## src/rtl/pcm_port_pkg.sv

```systemverilog
`timescale 1ns/100ps
package pcm_port_pkg;
  typedef enum logic {
    TX_SRC_ADC  = 1'b0,
    TX_SRC_LOOP = 1'b1
  } tx_src_e;

  localparam int PCM_DEFAULT_W = 14;
endpackage

```

## src/rtl/pcm_frame_detect.sv

```systemverilog
`timescale 1ns/100ps
module pcm_frame_detect (
  input  logic clk,
  input  logic rst_n,
  input  logic fs,
  output logic start_q
);
  logic fs_prev_q;
  logic frame_edge;

  // Rising edge of sync as seen on two consecutive falling-edge samples.
  assign frame_edge = fs & ~fs_prev_q;

  // Previous sample resets high so a sync already high at reset release
  // does not open a frame.
  always_ff @(negedge clk or negedge rst_n) begin
    if (!rst_n) begin
      fs_prev_q <= 1'b1;
      start_q   <= 1'b0;
    end else begin
      fs_prev_q <= fs;
      start_q   <= frame_edge;
    end
  end
endmodule

```

## src/rtl/pcm_rx_deser.sv

```systemverilog
`timescale 1ns/100ps
module pcm_rx_deser #(
  parameter int W = 14
) (
  input  logic         clk,
  input  logic         rst_n,
  input  logic         rx_en,
  input  logic         start_q,
  input  logic         sin,
  output logic [W-1:0] word,
  output logic         valid,
  output logic         rx_done,
  output logic         rx_busy
);
  localparam int CW = $clog2(W + 1);

  logic [CW-1:0] left_q;
  logic [W-1:0]  acc_q;

  function automatic logic [W-1:0] shift_in(input logic [W-1:0] a, input logic b);
    return {a[W-2:0], b};
  endfunction

  // Last bit is being captured at this falling edge.
  assign rx_done = rx_en && !start_q && (left_q == CW'(1));
  assign rx_busy = (left_q != '0);

  always_ff @(negedge clk or negedge rst_n) begin
    if (!rst_n) begin
      left_q <= '0;
      acc_q  <= '0;
      word   <= '0;
      valid  <= 1'b0;
    end else begin
      valid <= 1'b0;
      if (!rx_en) begin
        left_q <= '0;
      end else if (start_q) begin
        acc_q  <= shift_in('0, sin);
        left_q <= CW'(W - 1);
      end else if (rx_busy) begin
        acc_q  <= shift_in(acc_q, sin);
        left_q <= left_q - 1'b1;
        if (rx_done) begin
          word  <= shift_in(acc_q, sin);
          valid <= 1'b1;
        end
      end
    end
  end
endmodule

```

## src/rtl/pcm_tx_ser.sv

```systemverilog
`timescale 1ns/100ps
module pcm_tx_ser
  import pcm_port_pkg::*;
#(
  parameter int W = 14
) (
  input  logic         clk,
  input  logic         rst_n,
  input  logic         tx_en,
  input  logic         start_q,
  input  logic         loop_en,
  input  logic [W-1:0] adc_word,
  input  logic [W-1:0] loop_word,
  output logic         sout,
  output logic         adc_take,
  output logic         tx_load,
  output logic         tx_busy
);
  localparam int CW = $clog2(W + 1);

  logic [CW-1:0] left_q;
  logic [W-1:0]  sh_q;
  tx_src_e       src;
  logic [W-1:0]  first_word;

  function automatic logic [W-1:0] pick_word(input tx_src_e s,
                                             input logic [W-1:0] a,
                                             input logic [W-1:0] l);
    return (s == TX_SRC_LOOP) ? l : a;
  endfunction

  assign src        = loop_en ? TX_SRC_LOOP : TX_SRC_ADC;
  assign first_word = pick_word(src, adc_word, loop_word);
  assign tx_load    = tx_en && start_q;
  assign tx_busy    = (left_q != '0);

  always_ff @(posedge clk or negedge rst_n) begin
    if (!rst_n) begin
      left_q   <= '0;
      sh_q     <= '0;
      sout     <= 1'b0;
      adc_take <= 1'b0;
    end else begin
      adc_take <= 1'b0;
      if (!tx_en) begin
        left_q <= '0;
        sout   <= 1'b0;
      end else if (tx_load) begin
        sout     <= first_word[W-1];
        sh_q     <= {first_word[W-2:0], 1'b0};
        left_q   <= CW'(W - 1);
        adc_take <= (src == TX_SRC_ADC);
      end else if (tx_busy) begin
        sout   <= sh_q[W-1];
        sh_q   <= {sh_q[W-2:0], 1'b0};
        left_q <= left_q - 1'b1;
      end else begin
        sout <= 1'b0;
      end
    end
  end
endmodule

```

## src/rtl/pcm_voice_port.sv

```systemverilog
`timescale 1ns/100ps
module pcm_voice_port #(
  parameter int SAMPLE_W = 14
) (
  input  logic                mclk,
  input  logic                rst_n,
  input  logic                fs,
  input  logic                sin,
  input  logic                tx_en,
  input  logic                rx_en,
  input  logic                loop_en,
  input  logic [SAMPLE_W-1:0] adc_word,
  output logic                adc_take,
  output logic                sout,
  output logic [SAMPLE_W-1:0] dac_word,
  output logic                dac_valid
);
  // Named internal events, observed by the bound checker.
  logic start_q;
  logic rx_done;
  logic rx_busy;
  logic tx_load;
  logic tx_busy;

  pcm_frame_detect u_frame (
    .clk     (mclk),
    .rst_n   (rst_n),
    .fs      (fs),
    .start_q (start_q)
  );

  pcm_rx_deser #(.W(SAMPLE_W)) u_rx (
    .clk     (mclk),
    .rst_n   (rst_n),
    .rx_en   (rx_en),
    .start_q (start_q),
    .sin     (sin),
    .word    (dac_word),
    .valid   (dac_valid),
    .rx_done (rx_done),
    .rx_busy (rx_busy)
  );

  pcm_tx_ser #(.W(SAMPLE_W)) u_tx (
    .clk       (mclk),
    .rst_n     (rst_n),
    .tx_en     (tx_en),
    .start_q   (start_q),
    .loop_en   (loop_en),
    .adc_word  (adc_word),
    .loop_word (dac_word),
    .sout      (sout),
    .adc_take  (adc_take),
    .tx_load   (tx_load),
    .tx_busy   (tx_busy)
  );
endmodule

```

## config.mk

```make
export PLATFORM = sky130hd
export DESIGN_NAME = pcm_voice_port
export DESIGN_NICKNAME = d
export VERILOG_FILES = /design/src/rtl/pcm_port_pkg.sv /design/src/rtl/pcm_frame_detect.sv /design/src/rtl/pcm_rx_deser.sv /design/src/rtl/pcm_tx_ser.sv /design/src/rtl/pcm_voice_port.sv
export SDC_FILE = /design/constraint.sdc
export NUM_CORES = 1
export LEC_CHECK = 0
export ABC_AREA = 1
export BUFFER_PORTS_ARGS = -buffer_cell sky130_fd_sc_hd__clkbuf_2
export CAP_MARGIN = 20
export CORE_ASPECT_RATIO = 0.8
export CORE_UTILIZATION = 61
export DETAILED_ROUTE_END_ITERATION = 7
export PLACE_DENSITY = 0.85
export SYNTH_ARGS = -nofsm -noshare
export SYNTH_HDL_FRONTEND = slang
export SYNTH_HIERARCHICAL = 1
export SYNTH_SLANG_ARGS = --single-unit
```

## constraint.sdc

```tcl
create_clock -name mclk -period 3.7 [get_ports mclk]
set_clock_uncertainty 0.1 [all_clocks]
set_input_delay 0 -clock mclk [delete_from_list [all_inputs] [get_ports mclk]]
set_output_delay 0 -clock mclk [all_outputs]
set_load 0.01 [all_outputs]
```

# == Yosys cells after proc, flatten, opt, wreduce, memory -nomap -nowiden ==
# Index checks and enable logic that the tools add are counted.
# classes
addsub,2
n_eq_ne,3
muxes,21
bitwise,4
n_reduce_logical,11
# ops
operator,n
14-bit two-way mux,3
13-bit two-way mux,2
4-bit two-way mux,6
1-bit two-way mux,10
4-bit nonzero test,2
4-bit by 1-bit subtractor with 4-bit output (second input constant),2
3-bit by 1-bit inequality test with 1-bit output (second input constant),2
4-bit by 1-bit == test with 1-bit output (second input constant),1
2-bit AND reduction,2
4-bit AND reduction,1
2-bit nonzero test,2
1-bit logical AND,3
1-bit NOT,3
1-bit AND,1
1-bit logical NOT,1
# totals
ff_bits,54
inputBits,21
output_inout_bits,17
elab_cells,51

# == Depth between registers and ports, before layout ==
# Gate-level depths: netlist (run 1).
# logic_depth
depth_word,7
ltp_mapped,9
ltp_nobuf,7

# == Modules after synthesis ==
# Netlist (run 1), hierarchy kept.
# modules_own_cells
mod,instances,cells_each,area_each_um2,seq_area_each_um2
pcm_rx_deser,1,153,1441.4,800.8
pcm_tx_ser,1,177,1203.7,475.5
pcm_frame_detect,1,5,65.1,51.3

==> metrics, run 1 <==
drt pass-1 iters=5; Mapped Nets=361; CTS tree=yes; most common cell after layout, fill and taps aside=nand2_1; Reg power frac=0.466; Die Ht=61.6 um; Worst Path Required=3.84 ns; IO buf count=37; Post-Syn Instances=335; worst hold path type=in -> reg; maximum clock path buffer count=2; DR WL/cell=13.6 um; largest net degree at the start of global routing=28; Slew @ Worst Pin=0.643 ns; Post-DP Area=2860 um2; CP top delay family=simple AND/OR/NAND/NOR gates; # IOs=38; FP Rows=21; fin nets=407; Final ANT Viol Nets=0; area of the multi-input gates=1170 um2; Clock power frac=0.165; PD cells=632 nW/um2; DRT iter0 DRCs=273; Fin. Hold Viols=0; kind of critical path=reg -> reg; outcome=finished clean; Die X-Extent=76.5 um; drt drc=0; most used cell along the critical path=nand2_1; crit end category=flop; sequential cell area=1330 um2; Final HPWL DP=4140 um; Adder-Cell Fraction of Synth Area=0.0231; largest family of logic cells by synthesized area=simple AND/OR/NAND/NOR gates; flop2flop setup slack=0.44 ns; total track usage=0.277; RePlAce Congestion=0.798; core area=4230 um2; Worst EP arrival=3.40 ns; synthesized area=2710 um2; Synth Area in Compound Gates=0.0249; first-pass GRT wire length=9950 um; Worst slew margin=0.572; Max Cap Violations=0; Placed Cells=420; NetSw=0.000792 W; antenna diode count=0; P&R area growth vs syn=12.8%; Die ar.=4710 um2; CP bufs+invs=0; drt total wl=5960 um; CTS sink cnt=53; synth unique cells=29; final std cells w/o fill=439; Setup TNS=0 ns; Max Fanout on Critical Path=18; gr ovfl total=0; Synth Area per Inst=8.09 um2; #FFs+latches synth=53; post-synthesis simple-gate area fraction=0.379; CP max stage cell=dfrtn_1; Int Power=0.00114 W; Combinational Power Share=0.369; Reg clk slew, reported paths=0.09 ns; initial antenna violation count=0; Peak VDD IR=299 uV; leakage=1.77 nW; mux share of post-synthesis cell area=0; Critical Path Start Type=flop; initial core utilization=0.641; clk_lat worst skew=0.35 ns; Synth Area in XOR/XNOR=0.00646; clk root buf=clkbuf_8; post-CTS sizing=0; Vias per Instance=5.33; final setup violation count=0; sequential area share after synthesis=0.490; vias in the first global route=2218; CP peak stage delay=0.59 ns; critical path cell sequence=nand2_4, nand2_2, nand2_1, nand2_1; via count=2340; Inserted Clock Buffers=5; commonest cells after routing, fill and taps aside=nand2_1 (173), clkbuf_2 (37), dfrtn_1 (33), nand3_1 (32), dfrtp_1 (19); H-Tree Depth=2; Yosys warnings=6; Pins Over Slew Limit=0; post-route cell area=3060 um2; layout cells sized above 1=0.188; unrepaired setup endpoints after global routing=false; Fill cells=328; sw frac=0.410
[timing repair]
item,4_1_cts,5_1_grt
buffers inserted,0,0
hold endpoints to repair,15,0
hold buffers,11,0
[routing by layer]
| layer | routed length [um] | GRT usage | vias to the layer above |
|---|---|---|---|
| li1 | - | - | 1131 |
| met3 | 430 | 0.0489 | 11 |
| met4 | 80 | 0.102 | 0 |
| met5 | 0 | 0 | - |
| met1 | 2630 | 0.365 | 1092 |
| met2 | 2820 | 0.475 | 106 |
[power by group through the flow]
| stage | Clock [W] | Sequential [W] | Combinational [W] |
|---|---|---|---|
| after global routing | 0.000355 | 0.000918 | 0.000814 |
| after detailed placement | 0.00000338 | 0.000904 | 0.000697 |
| after floorplan | 0.00000338 | 0.000893 | 0.000554 |
| after CTS | 0.000328 | 0.000896 | 0.000708 |
| after global placement | 0.00000338 | 0.000899 | 0.000670 |
| final | 0.000320 | 0.000900 | 0.000713 |
[kinds of logic after synthesis]
kind of cell,after synthesis
AOI/OAI and AO/OA,12
xor gates and xnor gates,2
adders and majority gates,5
buffers and inverters,31
DFF,53
and+or+nand+nor,232
[registers in the layout, summed over array words and instances (netlist names)]
signal and cells:
u_rx/left_q 4, u_rx/valid 1, u_tx/left_q 4, u_tx/adc_take 1
u_frame/fs_prev_q 1, u_tx/sout 1, u_rx/word 14, u_frame/start_q 1
u_rx/acc_q 13, u_tx/sh_q 13
[worst reg2reg max path, stage by stage, from the launching register on]
cell and delay (ns):
dfrtn_1 0.59, nand2_4 0.22, nand2_2 0.28, nand2_1 0.10, nand2_1 0.07
[synth_stat cells (all sizes together)]
master	instances	area [um2]
nand4	1	21.3
a21oi	4	20.0
nand3b	1	7.51
buf	12	130
dfrtp	19	475
clkinv	1	8.76
ha	5	62.6
o21ai	8	47.6
dfstp	1	26.3
inv	17	63.8
nor2	15	100
nand3	35	190
dfrtn	33	826
nand2	180	708
xnor2	2	17.5
clkbuf	1	5.00
[final timing paths]
kind,start,to,cells past startpoint
max,u_frame/start_q,u_tx/sh_q[13],4
min in group asynchronous,rst_n,u_tx/sh_q[11],2
max in group asynchronous,rst_n,u_rx/word[13],3
min,adc_word[5],u_tx/sh_q[6],7
min reg2reg,u_frame/fs_prev_q,u_frame/start_q,1
max reg2reg,u_frame/start_q,u_tx/sh_q[13],4
[metrics by stage]
| stage | utilization | total power, W | worst slack [ns] | hold slack [ns] |
|---|---|---|---|---|
| CTS | 0.723 | 0.00193 | 0.450 | 0.0000518 |
| floorplan | - | 0.00145 | 0.618 | -0.396 |
| detailed placement | 0.676 | 0.00160 | 0.454 | -0.0394 |
| global route | 0.723 | 0.00209 | 0.340 | 0.0400 |
| finish | 0.723 | 0.00193 | 0.435 | 0.00591 |
| global placement | 0.676 | 0.00157 | 0.533 | -0.0420 |
[final cells by class]
cell class | instances | area share
inverter | 17 | 0.0225
timing repair buffer | 52 | 0.106
multi-input combinational | 251 | 0.384
tap | 57 | 0.0233
clock inverter | 4 | 0.00696
clock buffer | 5 | 0.0225
sequential | 53 | 0.434
Note: power is estimated with default switching activity, not from simulation.
==> run 2, diff against run 1 <==
==> constraint.sdc (replaced) <==
create_clock -name mclk -period 3.9 [get_ports mclk]
set_clock_uncertainty 0.1 [all_clocks]
set_input_delay 0 -clock mclk [delete_from_list [all_inputs] [get_ports mclk]]
set_output_delay 0 -clock mclk [all_outputs]
set_load 0.01 [all_outputs]
==> run 2 against run 1 <==
  * Setup slack improved by 0.15 ns
  * Total power decreased by 4.9%
  * Wire length shrank 1.2%
  * Sequential share of layout area up 0.12 points
  * Count of clock-buffer cells in the layout increased by 1
  * Cell count decreased by 0.23%
  * Via count decreased by 1.5%
  * Sequential cell count unchanged
==> metrics, run 2 (synthesis results as in run 1) <==
outcome=finished clean; GR Util met1=0.385; Final ANT Viol Nets=0; largest registers=u_rx/word: 14 flops, u_rx/acc_q: 13 flops, u_tx/sh_q: 13 flops; Slew @ Worst Pin=0.650 ns; Die X-Extent=76.5 um; initial core utilization=0.641; crit end category=flop; DRT iter0 DRCs=179; Inserted Clock Buffers=5; fin nets=406; first-pass GRT wire length=9870 um; Die Ht=61.6 um; Worst slew margin=0.567; clk root buf=clkbuf_8; max FFs per register=14; Worst Path Required=4.06 ns; Max Fanout on Critical Path=18; PD cells=603 nW/um2; antenna diode count=0; via count=2304; kind of critical path=reg -> reg; most flop-heavy register=u_rx/word; Vias per Instance=5.26; Critical Path Start Type=flop; vias in the first global route=2129; maximum clock path buffer count=2; clk_lat worst skew=0.36 ns; global routing's busiest layer=met2; DR WL/cell=13.4 um; worst hold path type=in -> reg; Worst EP arrival=3.47 ns; commonest cells after routing, fill and taps aside=nand2_1 (173), clkbuf_2 (37), dfrtn_1 (33), nand3_1 (32), dfrtp_1 (19); most common cell after layout, fill and taps aside=nand2_1; core area=4230 um2; Hold EP=u_tx/sh_q[2]; CTS sink cnt=53; leakage=1.76 nW; R2R Path Start=u_frame/start_q; M2 GR Usage=0.449; H-Tree Depth=2; Fin. Hold Viols=0; FP Rows=21; Reg clk slew, reported paths=0.09 ns; final setup violation count=0; largest net degree at the start of global routing=27; R2R depth=6; Worst Hold Launch=adc_word[1]; initial antenna violation count=0; CTS tree=yes; Pins Over Slew Limit=0; IO buf count=37; Die ar.=4710 um2; total track usage=0.280; unrepaired setup endpoints after global routing=false; RePlAce Congestion=0.793; R2R Path End=u_tx/sh_q[2]; drt drc=0; P&R area growth vs syn=12.5%; met3 usage=0.0459; Pwr Total=0.00184 W; Final HPWL DP=4020 um; layout cells sized above 1=0.184; drt total wl=5890 um; drt pass-1 iters=4; Max Cap Violations=0; Worst Hold Depth=7; Setup TNS=0 ns; # IOs=38; gr ovfl total=0; Peak VDD IR=356 uV; flop2flop setup slack=0.59 ns
[run 2: changes by cell type in the layout (fill, tap and decap cells not counted), sizes merged]
cell	change
dlygate4sd3	+1
clkinv	-1
buf	-2
clkbuf	+1
[run 2: area by class of cell]
class / instances / area, um2
Inverter: 17 / 68.8
Clock inverter: 3 / 13.8
Multi-Input combinational cell: 251 / 1170
Tap cell: 57 / 71.3
Clock buffer: 6 / 72.6
Timing Repair Buffer: 51 / 320
Fill cell: 332 / 1180
Sequential cell: 53 / 1330
[run 2: worst max-delay path, cell delays in order (launching register included)]
cell and delay (ns):
dfrtn_1 0.59, nand2_4 0.21, clkinv_4 0.16, nand2_1 0.07
nand2_1 0.06, nand2_1 0.05, nand2_1 0.06
[run 2: power by group]
group          total (W)  internal [W]  switching [W]
Combinational   0.000686      0.000242       0.000444
Clock           0.000301      0.000126       0.000175
Sequential      0.000851      0.000717       0.000135
Total            0.00184       0.00108       0.000754
[run 2: per-layer routing]
metal	vias up	routed length, um
li1	1122	-
met1	1102	2760
met2	67	2730
met3	13	262
met4	0	135
met5	-	0
[run 2: per-stage QoR]
step / hold slack [ns] / setup WS (ns) / util / area [um2] / cells
global placement: -0.0436 / 0.633 / 0.673 / 2850 / 418
global route: 0.0573 / 0.460 / 0.721 / 3050 / 438
finish: 0.0197 / 0.588 / 0.721 / 3050 / 438
CTS: 0.00508 / 0.597 / 0.721 / 3050 / 438
floorplan: -0.396 / 0.718 / - / 2710 / 335
detailed placement: -0.0389 / 0.601 / 0.673 / 2850 / 418
[run 2: how the worst max path moves through the flow]
stage / from / end / slack (ns) / depth (start not counted)
after floorplan: u_frame/start_q / u_tx/sh_q[10] / 0.72 / 6
after global placement: u_frame/start_q / u_tx/sh_q[2] / 0.63 / 6
after detailed placement: u_frame/start_q / u_tx/sh_q[5] / 0.60 / 4
after CTS: u_frame/start_q / u_tx/sh_q[7] / 0.60 / 4
after global routing: u_frame/start_q / u_tx/sh_q[4] / 0.46 / 6
final: u_frame/start_q / u_tx/sh_q[2] / 0.59 / 6
[run 2: repair_timing]
item | 4_1_cts | 5_1_grt
gates resized for setup | 0 | 0
hold endpoints to repair | 13 | 0
setup buffers | 0 | 0
hold buffers | 12 | 0
==> run 3, diff against run 2 <==
--- a/config.mk
+++ b/config.mk
@@ -9,9 +9,9 @@
 export BUFFER_PORTS_ARGS = -buffer_cell sky130_fd_sc_hd__clkbuf_2
 export CAP_MARGIN = 20
 export CORE_ASPECT_RATIO = 0.8
-export CORE_UTILIZATION = 61
+export CORE_UTILIZATION = 57
 export DETAILED_ROUTE_END_ITERATION = 7
-export PLACE_DENSITY = 0.85
+export PLACE_DENSITY = 0.8
 export SYNTH_ARGS = -nofsm -noshare
 export SYNTH_HDL_FRONTEND = slang
 export SYNTH_HIERARCHICAL = 1
==> constraint.sdc (replaced) <==
create_clock -name mclk -period 3.35 [get_ports mclk]
set_clock_uncertainty 0.1 [all_clocks]
set_input_delay 0 -clock mclk [delete_from_list [all_inputs] [get_ports mclk]]
set_output_delay 0 -clock mclk [all_outputs]
set_load 0.01 [all_outputs]
==> run 3 against run 2 <==
  * Total power increased by 17%
  * Critical path depth decreased by 2
  * Non-clock buffer count is 3 higher
  * Setup slack worse by 0.29 ns
  * Wire length down 4.2%
  * Sequential power is 16% higher
  * Via count down 1.8%
  * Utilization decreased by 4.1 points
  * First-iteration DRC count is 11% lower
  * Sequential cell count is the same
  * Largest cell class unchanged
==> metrics, run 3 (synthesis results as in run 1) <==
outcome=finished clean; H-Tree Depth=2; Reg clk slew, reported paths=0.10 ns; Fin. Hold Viols=0; unrepaired setup endpoints after global routing=false; Slew @ Worst Pin=0.552 ns; Final ANT Viol Nets=0; antenna diode count=0; layout cells sized above 1=0.185; Fill cells=383; crit path to=u_tx/sh_q[8]; P&R area growth vs syn=14.7%; largest net degree at the start of global routing=38; Critical Path Start Type=flop; drt drc=0; sequential cell area=1330 um2; drt pass-1 iters=4; first-pass GRT wire length=9340 um; Max Fanout on Critical Path=18; IO buf count=37; leakage=1.78 nW; Setup TNS=0 ns; clk_lat worst skew=0.36 ns; Die Ht=63.7 um; Crit. Startpoint=u_frame/start_q; post-CTS sizing=0; Inserted Clock Buffers=5; Worst Path Required=3.51 ns; FP Rows=22; Pins Over Slew Limit=0; total setup buffers inserted after CTS=0; # IOs=38; max FFs per register=14; Peak VDD IR=300 uV; Worst slew margin=0.632; RePlAce Congestion=0.805; worst setup margin=0.300 ns; clk root buf=clkbuf_8; gr ovfl total=0; CTS tree=yes; most common cell after layout, fill and taps aside=nand2_1; R2R Path End=u_tx/sh_q[8]; initial antenna violation count=0; worst hold path type=in -> reg; vias in the first global route=2038; crit end category=flop; commonest cells after routing, fill and taps aside=nand2_1 (173), clkbuf_2 (37), dfrtn_1 (33), nand3_1 (32), dfrtp_1 (19); kind of critical path=reg -> reg; final setup violation count=0; Final HPWL DP=3850 um; drt total wl=5640 um; largest registers=u_rx/word: 14 flops, u_rx/acc_q: 13 flops, u_tx/sh_q: 13 flops; Vias per Instance=5.10; area of the multi-input gates=1170 um2; Die X-Extent=79.1 um; maximum clock path buffer count=2; flop2flop setup slack=0.30 ns; Max Cap Violations=0; initial core utilization=0.593; R2R Path Start=u_frame/start_q; Die ar.=5040 um2; CTS Hold Bufs=15; DP Worst Slack=0.321 ns; total track usage=0.245; most flop-heavy register=u_rx/word; via count=2263; Worst EP arrival=3.21 ns; DR WL/cell=12.7 um; PD cells=694 nW/um2; core area=4570 um2; R2R depth=4; fin nets=409; CTS sink cnt=53; DRT iter0 DRCs=160
[run 3: changes by cell type in the layout (fill, tap and decap cells not counted)]
cell,before,now
buf_12,0,1
dlygate4sd3_1,12,15
clkbuf_1,1,0
inv_6,0,1
buf_4,2,1
clkinv_4,1,3
clkinv_2,2,0
[run 3: worst min-delay path by stage]
stage | start | end | slack [ns] | cells past startpoint
after global placement | rst_n | u_tx/left_q[1] | -0.13 | 1
final | adc_word[3] | u_tx/sh_q[4] | 0.01 | 7
after detailed placement | rst_n | u_tx/sout | -0.12 | 1
after floorplan | rst_n | u_tx/adc_take | -0.40 | 0
after global routing | adc_word[3] | u_tx/sh_q[4] | 0.06 | 7
after CTS | adc_word[3] | u_tx/sh_q[4] | 0.003 | 7
[run 3: area by class of cell]
cell class | instances | area share
Clock buffer | 5 | 0.0221
Multi-Input combinational cell | 251 | 0.378
Sequential cell | 53 | 0.427
Timing Repair Buffer | 54 | 0.117
Clock inverter | 4 | 0.00966
Tap cell | 60 | 0.0242
Inverter | 17 | 0.0221
[run 3: critical path: stages, from the launching register on]
cell and delay (ns):
dfrtn_1 0.59, nand2_4 0.21, nand2_2 0.26, nand2_1 0.09, nand2_1 0.06
[run 3: power by group]
| group | internal [W] | leakage, nW | total [W] | switching, W |
|---|---|---|---|---|
| clock network | 0.000154 | 0.0540 | 0.000386 | 0.000232 |
| registers | 0.000834 | 0.708 | 0.000991 | 0.000157 |
| logic | 0.000283 | 1.02 | 0.000779 | 0.000496 |
[run 3: stage by stage]
step / area, um2 / utilization / std cells / total power, W / hold WS [ns]
floorplan: 2710 / - / 335 / 0.00160 / -0.396
global placement: 2860 / 0.627 / 421 / 0.00174 / -0.126
detailed placement: 2860 / 0.627 / 421 / 0.00176 / -0.122
CTS: 3110 / 0.680 / 444 / 0.00216 / 0.00285
global route: 3110 / 0.680 / 444 / 0.00231 / 0.0550
finish: 3110 / 0.680 / 444 / 0.00216 / 0.0113
[run 3: layer usage]
metal | global-route usage | routed length (um)
met5 | 0 | 0
met4 | 0.0795 | 70
met3 | 0.0391 | 295
met2 | 0.383 | 2490
met1 | 0.348 | 2790
